--- config.mk ---
export PLATFORM = sky130hd
export DESIGN_NAME = bus_latency_timer
export DESIGN_NICKNAME = d
export VERILOG_FILES = /design/src/rtl/blt_pkg.sv /design/src/rtl/blt_cfg_reg.sv /design/src/rtl/blt_slice_counter.sv /design/src/rtl/blt_term_ctrl.sv /design/src/rtl/bus_latency_timer.sv
export SDC_FILE = /design/constraint.sdc
export NUM_CORES = 1
export LEC_CHECK = 0
export CAP_MARGIN = 20
export CORE_MARGIN = 10
export CORE_UTILIZATION = 46
export CTS_BUF_LIST = sky130_fd_sc_hd__clkbuf_4 sky130_fd_sc_hd__clkbuf_8 sky130_fd_sc_hd__clkbuf_16
export DETAILED_ROUTE_END_ITERATION = 8
export GPL_ROUTABILITY_DRIVEN = 1
export PLACE_DENSITY = 0.78
export REMOVE_ABC_BUFFERS = 1
export SYNTH_ARGS = -nofsm -noshare
export SYNTH_HDL_FRONTEND = slang
export SYNTH_SLANG_ARGS = --single-unit
--- constraint.sdc ---
create_clock -name clk -period 2.2 [get_ports clk]
set_input_delay 0.66 -clock clk [delete_from_list [all_inputs] [get_ports clk]]
set_output_delay 0.66 -clock clk [all_outputs]
set_load 0.05 [all_outputs]
--- src/rtl/blt_pkg.sv ---
package blt_pkg;
  localparam int REG_W   = 8;
  localparam int RSV_W   = 4;
  localparam int SLICE_W = REG_W - RSV_W;
endpackage

--- src/rtl/blt_cfg_reg.sv ---
module blt_cfg_reg #(
  parameter int W     = 8,
  parameter int RSV_W = 4
) (
  input  logic         clk,
  input  logic         rst_n,
  input  logic         sel,
  input  logic         we,
  input  logic [W-1:0] wdata,
  output logic [W-1:0] rdata,
  output logic [W-1:0] slice
);
  logic [W-1:0] mask;
  logic [W-1:0] regq;

  // Reserved low bits are masked out of storage, read data and the slice.
  for (genvar b = 0; b < W; b++) begin : g_mask
    if (b < RSV_W) begin : g_rsv
      assign mask[b] = 1'b0;
    end else begin : g_live
      assign mask[b] = 1'b1;
    end
  end

  always_ff @(posedge clk or negedge rst_n) begin
    if (!rst_n)
      regq <= '0;
    else if (sel && we)
      regq <= wdata & mask;
  end

  assign slice = regq;
  assign rdata = sel ? regq : '0;
endmodule

--- src/rtl/blt_slice_counter.sv ---
module blt_slice_counter #(
  parameter int W = 8
) (
  input  logic         clk,
  input  logic         rst_n,
  input  logic         frame_n,
  input  logic [W-1:0] slice,
  output logic         expired
);
  logic [W-1:0] cnt;
  logic         reached;

  assign reached = (cnt >= slice);

  always_ff @(posedge clk or negedge rst_n) begin
    if (!rst_n) begin
      cnt     <= '0;
      expired <= 1'b0;
    end else if (frame_n) begin
      cnt     <= '0;
      expired <= 1'b0;
    end else begin
      // Saturate at the slice so the count never wraps.
      if (!reached)
        cnt <= cnt + 1'b1;
      if (reached)
        expired <= 1'b1;
    end
  end
endmodule

--- src/rtl/blt_term_ctrl.sv ---
module blt_term_ctrl (
  input  logic clk,
  input  logic rst_n,
  input  logic frame_n,
  input  logic hold_ack_n,
  input  logic xfer_last,
  input  logic expired,
  output logic term_req
);
  logic fire;

  assign fire = expired && hold_ack_n && xfer_last;

  always_ff @(posedge clk or negedge rst_n) begin
    if (!rst_n)
      term_req <= 1'b0;
    else if (frame_n)
      term_req <= 1'b0;
    else if (fire)
      term_req <= 1'b1;
  end
endmodule

--- src/rtl/bus_latency_timer.sv ---
module bus_latency_timer
  import blt_pkg::*;
(
  input  logic             clk,
  input  logic             rst_n,
  input  logic             cfg_sel,
  input  logic             cfg_we,
  input  logic [REG_W-1:0] cfg_wdata,
  output logic [REG_W-1:0] cfg_rdata,
  input  logic             frame_n,
  input  logic             hold_ack_n,
  input  logic             xfer_last,
  output logic             slice_expired,
  output logic             term_req
);
  logic [REG_W-1:0] slice;

  blt_cfg_reg #(.W(REG_W), .RSV_W(RSV_W)) u_reg (
    .clk   (clk),
    .rst_n (rst_n),
    .sel   (cfg_sel),
    .we    (cfg_we),
    .wdata (cfg_wdata),
    .rdata (cfg_rdata),
    .slice (slice)
  );

  blt_slice_counter #(.W(REG_W)) u_cnt (
    .clk     (clk),
    .rst_n   (rst_n),
    .frame_n (frame_n),
    .slice   (slice),
    .expired (slice_expired)
  );

  blt_term_ctrl u_term (
    .clk        (clk),
    .rst_n      (rst_n),
    .frame_n    (frame_n),
    .hold_ack_n (hold_ack_n),
    .xfer_last  (xfer_last),
    .expired    (slice_expired),
    .term_req   (term_req)
  );
endmodule

== Word level (Yosys, flattened, before mapping) ==
Index checks and enable logic that the tools add are counted.

* Register bits: 14
* Input bits: 15
* Output and inout port bits: 10
* Word-level logic and storage cells: 19

* Add/subtract/negate cells: 1
* Magnitude comparators: 1
* Equality and inequality tests: 1
* Mux-type cells: 7
* Reductions and logical operators: 5

{| class="wikitable"
|+ Operator list
! kind !! number
|-
| $mux 8 || 3
|-
| $add 8x1->8 const B || 1
|-
| $ge 8x8->1 || 1
|-
| $mux 1 || 4
|-
| $reduce_bool 2->1 || 2
|-
| $logic_and 1x1->1 || 3
|-
| $ne 2x2->1 const B || 1
|}

== Longest topological paths before layout ==
Gate-level depths: netlist of the first run.

* Depth in word-level cells: 4
* Mapped depth: 7
* Mapped depth without buffers: 7

== By module ==
From an unflattened synthesis of the first run, not the netlist that was laid out.

* Cells, all modules: 93
* Area, all modules: 919.6 µm²

{| class="wikitable"
|+ By module, submodules not included
! module !! times used !! cells an instance !! area an instance (µm²) !! sequential area each (µm²)
|-
| blt_slice_counter || 1 || 68 || 624.3 || 225.2
|-
| blt_cfg_reg || 1 || 22 || 260.2 || 100.1
|-
| blt_term_ctrl || 1 || 3 || 35.0 || 25.0
|}

== Least setup slack after synthesis of the first run ==
OpenSTA, ideal clock, no wires.

* Kind: register -> register
* Start: reg u_cnt.cnt[5]
* End: reg u_cnt.cnt[5]
* Setup time: 127 ps
* Arrival: 1885 ps
* Data required time: 2073 ps
* Setup slack: 187 ps
* Cell stages (with the launch flop): 7
* Path buffers: 0
* Clock period less this slack: 2013 ps
* Path through: dfrtp_1 -> ha_1 -> nor2b_4 -> o211a_4 -> nor3b_4 -> and3_1 -> mux2_1

* Word-level cells in the longest chain between the ends: 3
* Elaborated cells between the ends (all ways): 5
* Classes of those cells: add/sub: 1; order compare: 1; eq/ne: 1; mux: 2

{| class="wikitable"
|+ Ends and longest elaborated chain
! item !! line !! RTL
|-
| from (decl) || blt_slice_counter.sv:10 || <nowiki>logic [W-1:0] cnt;</nowiki>
|-
| from (signal assigned) || blt_slice_counter.sv:25 || <nowiki>cnt <= cnt + 1'b1;</nowiki>
|-
| $add 8x1->8 || blt_slice_counter.sv:25 ||
|-
| $mux 8 || blt_slice_counter.sv:24 || <nowiki>if (!reached)</nowiki>
|-
| $mux 8 || blt_slice_counter.sv:19 || <nowiki>end else if (frame_n) begin</nowiki>
|}

Parallel ways exist; a longest one is shown, timed or not. The select of a mux whose other input is x is not followed.
A chain may end at the register's enable or synchronous reset.

== Final worst setup path of the first run ==
* Start: in cfg_sel
* End: out cfg_rdata[5]

* Word-level cells in the longest chain between the ends: 1

{| class="wikitable"
|+ Ends and longest elaborated chain
! item !! line !! RTL
|-
| from (decl) || bus_latency_timer.sv:6 || <nowiki>input logic cfg_sel,</nowiki>
|-
| $mux 8 || blt_cfg_reg.sv:33 || <nowiki>assign rdata = sel ? regq : '0;</nowiki>
|-
| to (decl) || bus_latency_timer.sv:9 || <nowiki>output logic [REG_W-1:0] cfg_rdata,</nowiki>
|}

Every way passes these cells.

==> reports/metrics.csv, run 1 <==
stage,metric,value,unit
status,status,completed,
cells_and_area,finish.utilization,63.90,%
die,ios,25,
timing,setup_viol_count_final,0,
cts,cts_tree,yes,
critical_path,reg2reg_slack,0.19,ns
cells_and_area,layout_common_cells,"14 x dfrtp_1, 11 x clkdlybuf4s50_1, 10 x nor2_1, 7 x inv_1, 6 x ha_1",
critical_path,cp_max_fo,5,
critical_path,start_kind,primary input,
timing,worst_pin_slew,0.6178,ns
yosys,synth-seq-cells,14,
cts,cts_htree_levels,1,
die,core_area,0.001764,mm2
critical_path,crit_path_end_kind,output pin,
cells_and_area,fillers,156,
route,vias_per_cell,5.024,
die,initial_utilization,49.65,%
min_path,hold_path_class,reg -> reg,
cells_and_area,final_cells,127,
cells_and_area,final_common_cell,dfrtp_1,
route,initialDrtViolationCount,7,
yosys,netlist_instances,82,
timing,min_period,2.171,ns
cts,postCtsSetupBuffers,0,
critical_path,critPathTopFamily,buffers and inverters,
placement,place_inst,124,
yosys,synth_adder_area_share,8.571,%
cells_and_area,diodes,0,
cells_and_area,drive_gt1_share,21.57,%
critical_path,slowest_stage,clkdlybuf4s50_1,
critical_path,worst-setup-path-type,in -> out,
yosys,ys_seq_area_share,40.00,%
global_route,grt_usage,8.987,%
power_and_ir_drop,p_total,0.6977,mW
cells_and_area,design_area,0.001127,mm2
cts,cts_hold_buf,0,
critical_path,critPathBufInv,2,
yosys,syn_avg_cell_area,10.68,um2
cts,cts_made_buffers,3,
critical_path,crit_chain,clkdlybuf4s50_1 -> and2_1 -> buf_12,
cts,clk-insertion-delay-late,0.28,ns
timing,finalSetupTns,0,ns
yosys,ys_warn_count,0,
cells_and_area,nets,125,
yosys,netlist_area,875.8,um2
placement,gp_congestion,0.8218,
yosys,synth_top_family_by_area,simple AND/OR/NAND/NOR gates,
yosys,synthSimpleGateAreaFrac,25.14,%
die,die_y,63.64,um
global_route,grt_pass1_wl,3.008,mm
yosys,synthArstFlopShare,100.0,%
timing,rsz0062_at_grt,true,
die,die_area,0.004049,mm2
yosys,muxShareOfSynthArea,9.286,%
timing,finClkSkew,0.001278,ns
route,routedWlPerCell,13.30,um
critical_path,cp.arrival,1.51,ns
placement,io_buffers,16,
die,die_w,63.64,um
global_route,antenna_found_initial,0,
timing,setup_ws,0.02895,ns
route,ant_nets,0,
yosys,synth_compound_area_share,5.714,%
timing,fin_crit_sh,98.68,%
placement,hpwl,1.349,mm
cts,cts_max_path_buffers,2,
route,firstDrtPassIters,4,
cts,clock-root-buffer,clkbuf_4,
timing,hold_slack,0.5000,ns
global_route,grt_pass1_vias,666,
die,row_count,15,
cts,clock_sinks,14,
power_and_ir_drop,p_per_area,618.9,mW/mm2
placement,placed_area,0.001105,mm2
route,drc,0,
cts,post_cts_resized,0,
power_and_ir_drop,peakVddDrop,0.4865,mV
yosys,ys.flop_type,dfrtp_1,
route,vias,638,
timing,slew_violations,0,
power_and_ir_drop,leakagePower,0.5338,nW
cells_and_area,syn2layout_area_growth,28.71,%
timing,clock.fmax,0.4606,GHz
global_route,grt_start_max_net_pins,15,
yosys,ys_types,32,
yosys,synthXorXnorAreaFrac,4.000,%
timing,hold_violations,0,
critical_path,critPathMaxStageDelay,0.52,ns
critical_path,required,1.54,ns
cts,path_clk_slew,0.07,ns
run,cap_violations,0,
timing,slew_headroom,58.69,%
placement,pre_cts_ws,0.03111,ns
global_route,gr-total-overflow,0,
route,routed_wl,1.689,mm
yosys,synth_edf_count,0,
==> path summary, 6_finish.rpt <==
path | start | endpoint | cells past startpoint
max | cfg_sel | cfg_rdata[5] | 3
min | u_term.term_req | u_term.term_req | 2
max reg2reg | u_cnt.cnt[5] | u_cnt.cnt[5] | 6
min reg2reg | u_term.term_req | u_term.term_req | 2
max in group asynchronous | rst_n | u_cnt.cnt[7] | 1
min in group asynchronous | rst_n | u_reg.slice[4] | 1
==> final cells by class <==
cell class / count / area [um2] / share of cell area (%)
multi-input combinational: 59 / 476.7 / 42.29
tap: 25 / 31.28 / 2.775
sequential: 14 / 350.3 / 31.08
clock buffer: 3 / 22.52 / 1.998
inverter: 7 / 26.28 / 2.331
timing repair buffer: 19 / 220.2 / 19.53
==> kinds of logic (layout without fill, tap and decap cells) <==
kind of cell	after synthesis	in the layout
buf+inv	12	29
simple gates	32	32
flops	14	14
compound gates	6	6
fa+ha+maj	6	6
xor+xnor	4	4
mux	7	7
other cells	1	4
==> sequential cells by signal, summed over array words and instances (netlist names) <==
name and cells:
u_cnt.expired 1, u_term.term_req 1, u_cnt.cnt 8, u_reg.slice 4
==> layer usage <==
layer  GRT usage (%)  wire length [um]
met2           13.94               738
met4           4.918                28
met5               0                 0
met1           10.47               783
met3           3.180               138
==> worst reg2reg max path, stage by stage (launching register included) <==
cell and delay [ns]:
dfrtp_1 0.44, ha_1 0.33, nor2b_4 0.13, o211a_4 0.25, nor3b_4 0.24, and3_1 0.19
mux2_1 0.31
==> report_power, final <==
part	switching [mW]	internal (mW)	total, mW
Combinational	0.134	0.113	0.248
Clock	0.0758	0.0635	0.139
Sequential	0.0267	0.284	0.311
Total	0.237	0.461	0.698
==> synthesized netlist by cell type (2+ instances only) <==
library cell	n	area [um2]
dfrtp_1	14	350.3
nor2_1	10	37.54
inv_1	7	26.28
ha_1	6	75.07
and2_1	4	25.02
buf_4	4	30.03
mux2_2	4	45.04
and3_1	3	18.77
nand2_1	3	11.26
xnor2_1	3	26.28
a21oi_1	2	10.01
nor2b_1	2	12.51
Note: power is estimated with default switching activity, not from simulation.
==> run 2, diff against run 1 <==
- CORE_UTILIZATION: 46 -> 50
- PLACE_DENSITY: 0.78 -> 0.83
- SKIP_CTS_REPAIR_TIMING: not set -> 1
- clock period: 2.2 -> 2.7 ns (I/O delays scaled with it)
==> reports/metrics.csv, run 2 (synthesis results as in run 1) <==
stage,metric,value,unit,change
status,status,completed,,
run,cap_violations,0,,unchanged
critical_path,required,1.89,ns,+0.35 ns
cells_and_area,finish.utilization,64.96,%,+1.1 points
critical_path,critPathTopFamily,buffers and inverters,,
critical_path,start_kind,primary input,,
timing,min_period,2.488,ns,
die,die_y,61.86,um,-2.8%
die,die_w,61.86,um,-2.8%
critical_path,cp_max_fo,5,,unchanged
min_path,hold_depth,2,,unchanged
power_and_ir_drop,p_total,0.5739,mW,-18%
critical_path,slowest_stage,clkdlybuf4s50_1,,
route,drc,0,,unchanged
timing,slew_violations,0,,unchanged
placement,gp_congestion,0.8225,,about the same
placement,hpwl,1.370,mm,+1.5%
route,routed_wl,1.785,mm,+5.7%
global_route,antenna_found_initial,0,,unchanged
route,firstDrtPassIters,6,,+2
critical_path,crit_chain,clkdlybuf4s50_1 -> and2_1 -> buf_12,,
critical_path,regToRegStartpoint,u_cnt.cnt[5],,
min_path,hp-start,u_term.term_req,,
placement,place_inst,113,,-8.9%
cells_and_area,largest_reg_flops,8,,unchanged
cts,cts_htree_levels,1,,unchanged
cts,path_clk_slew,0.08,ns,about the same
cells_and_area,top_register,u_cnt.cnt,,
global_route,gr-total-overflow,0,,unchanged
cells_and_area,nets,122,,-2.4%
critical_path,critPathMaxStageDelay,0.53,ns,about the same
global_route,grt_pass1_vias,672,,+0.90%
die,row_count,15,,unchanged
timing,hold_slack,0.5117,ns,+0.01162 ns
critical_path,worst-setup-path-type,in -> out,,
die,die_area,0.003826,mm2,-5.5%
global_route,grt_usage,10.05,%,+1.1 points
min_path,hold_path_class,reg -> reg,,
route,vias_per_cell,5.491,,+9.3%
critical_path,worstRegToRegCells,6,,unchanged
timing,setup_viol_count_final,0,,unchanged
timing,finalSetupTns,0,ns,unchanged
power_and_ir_drop,peakVddDrop,0.3549,mV,-27%
power_and_ir_drop,p_per_area,523.0,mW/mm2,-15%
cts,clock-root-buffer,clkbuf_4,,
timing,fin_crit_sh,92.16,%,
global_route,grt_start_max_net_pins,15,,unchanged
die,ios,25,,unchanged
die,initial_utilization,51.85,%,+2.2 points
cells_and_area,syn2layout_area_growth,25.29,%,
cts,cts_max_path_buffers,2,,unchanged
critical_path,cp.arrival,1.68,ns,+0.17 ns
min_path,min_to,u_term.term_req,,
cells_and_area,final_cells,116,,-8.7%
route,routedWlPerCell,15.39,um,+16%
timing,hold_violations,0,,unchanged
route,ant_nets,0,,unchanged
timing,rsz0062_at_grt,false,,
route,vias,637,,-0.16%
cells_and_area,diodes,0,,unchanged
cts,clk-insertion-delay-late,0.28,ns,about the same
cts,clock_sinks,14,,unchanged
cts,cts_made_buffers,3,,unchanged
timing,finClkSkew,0.0004469,ns,-0.0008314 ns
cells_and_area,layout_common_cells,"14 x dfrtp_1, 12 x clkdlybuf4s50_1, 10 x nor2_1, 7 x inv_1, 6 x ha_1",,
critical_path,critPathBufInv,2,,unchanged
die,core_area,0.001689,mm2,-4.3%
global_route,grt_pass1_wl,2.904,mm,-3.5%
timing,slew_headroom,57.26,%,-1.4 points
cells_and_area,final_common_cell,dfrtp_1,,
timing,worst_pin_slew,0.6391,ns,+0.02133 ns
cts,cts_tree,yes,,
power_and_ir_drop,leakagePower,0.5187,nW,-2.8%
critical_path,crit_path_end_kind,output pin,,
critical_path,reg2reg_slack,0.46,ns,+0.27 ns
route,initialDrtViolationCount,14,,+7
timing,clock.fmax,0.4019,GHz,
critical_path,timing.rr.end,u_cnt.cnt[5],,
placement,io_buffers,16,,unchanged
cells_and_area,drive_gt1_share,18.18,%,-3.4 points
run 2: cell count changes in the layout (fill, tap and decap cells not counted):
cell and delta:
buf_4 -4, clkdlybuf4s50_1 +1
run 2: layout make-up:
class / instances / area (um2)
inverter: 7 / 26.28
tap: 17 / 21.27
sequential: 14 / 350.3
fill: 136 / 591.8
multi-input combinational: 59 / 476.7
timing repair buffer: 16 / 200.2
clock buffer: 3 / 22.52
run 2: per-stage QoR:
| stage | instance area (um2) | worst slack (ns) |
|---|---|---|
| global route | 1097 | 0.1699 |
| detailed placement | 1075 | 0.2076 |
| floorplan | 853.3 | 0.6730 |
| finish | 1097 | 0.2118 |
| global placement | 1075 | 0.2288 |
| CTS | 1097 | 0.2014 |
run 2: how the worst max path moves through the flow:
stage | start | to | slack (ns) | cells past startpoint
after floorplan | cfg_sel | cfg_rdata[4] | 0.67 | 1
after global placement | cfg_sel | cfg_rdata[6] | 0.23 | 3
after detailed placement | cfg_sel | cfg_rdata[6] | 0.21 | 3
after CTS | cfg_sel | cfg_rdata[6] | 0.20 | 3
after global routing | cfg_sel | cfg_rdata[6] | 0.17 | 3
final | cfg_sel | cfg_rdata[6] | 0.21 | 3
run 2: worst min-delay path, stage by stage, from the launching register on:
cell	delay [ns]
dfrtp_1	0.35
a31oi_1	0.04
nor2_1	0.08
run 2: metal layers:
| metal | vias to the layer above | global-route usage (%) | part of all wire, % | wire length (um) |
|---|---|---|---|---|
| li1 | 304 | - | - | - |
| met1 | 296 | 11.14 | 42 | 751 |
| met2 | 28 | 16.84 | 46 | 820 |
| met3 | 9 | 3.455 | 9.6 | 172 |
| met4 | 0 | 4.777 | 2.2 | 40 |
| met5 | - | 0 | 0 | 0 |
run 2: where the power goes:
group	internal [mW]	switching, mW	total [mW]	leakage (nW)
Clock	0.0517	0.0666	0.118	0.0138
Sequential	0.231	0.0219	0.253	0.184
Combinational	0.0904	0.112	0.202	0.321
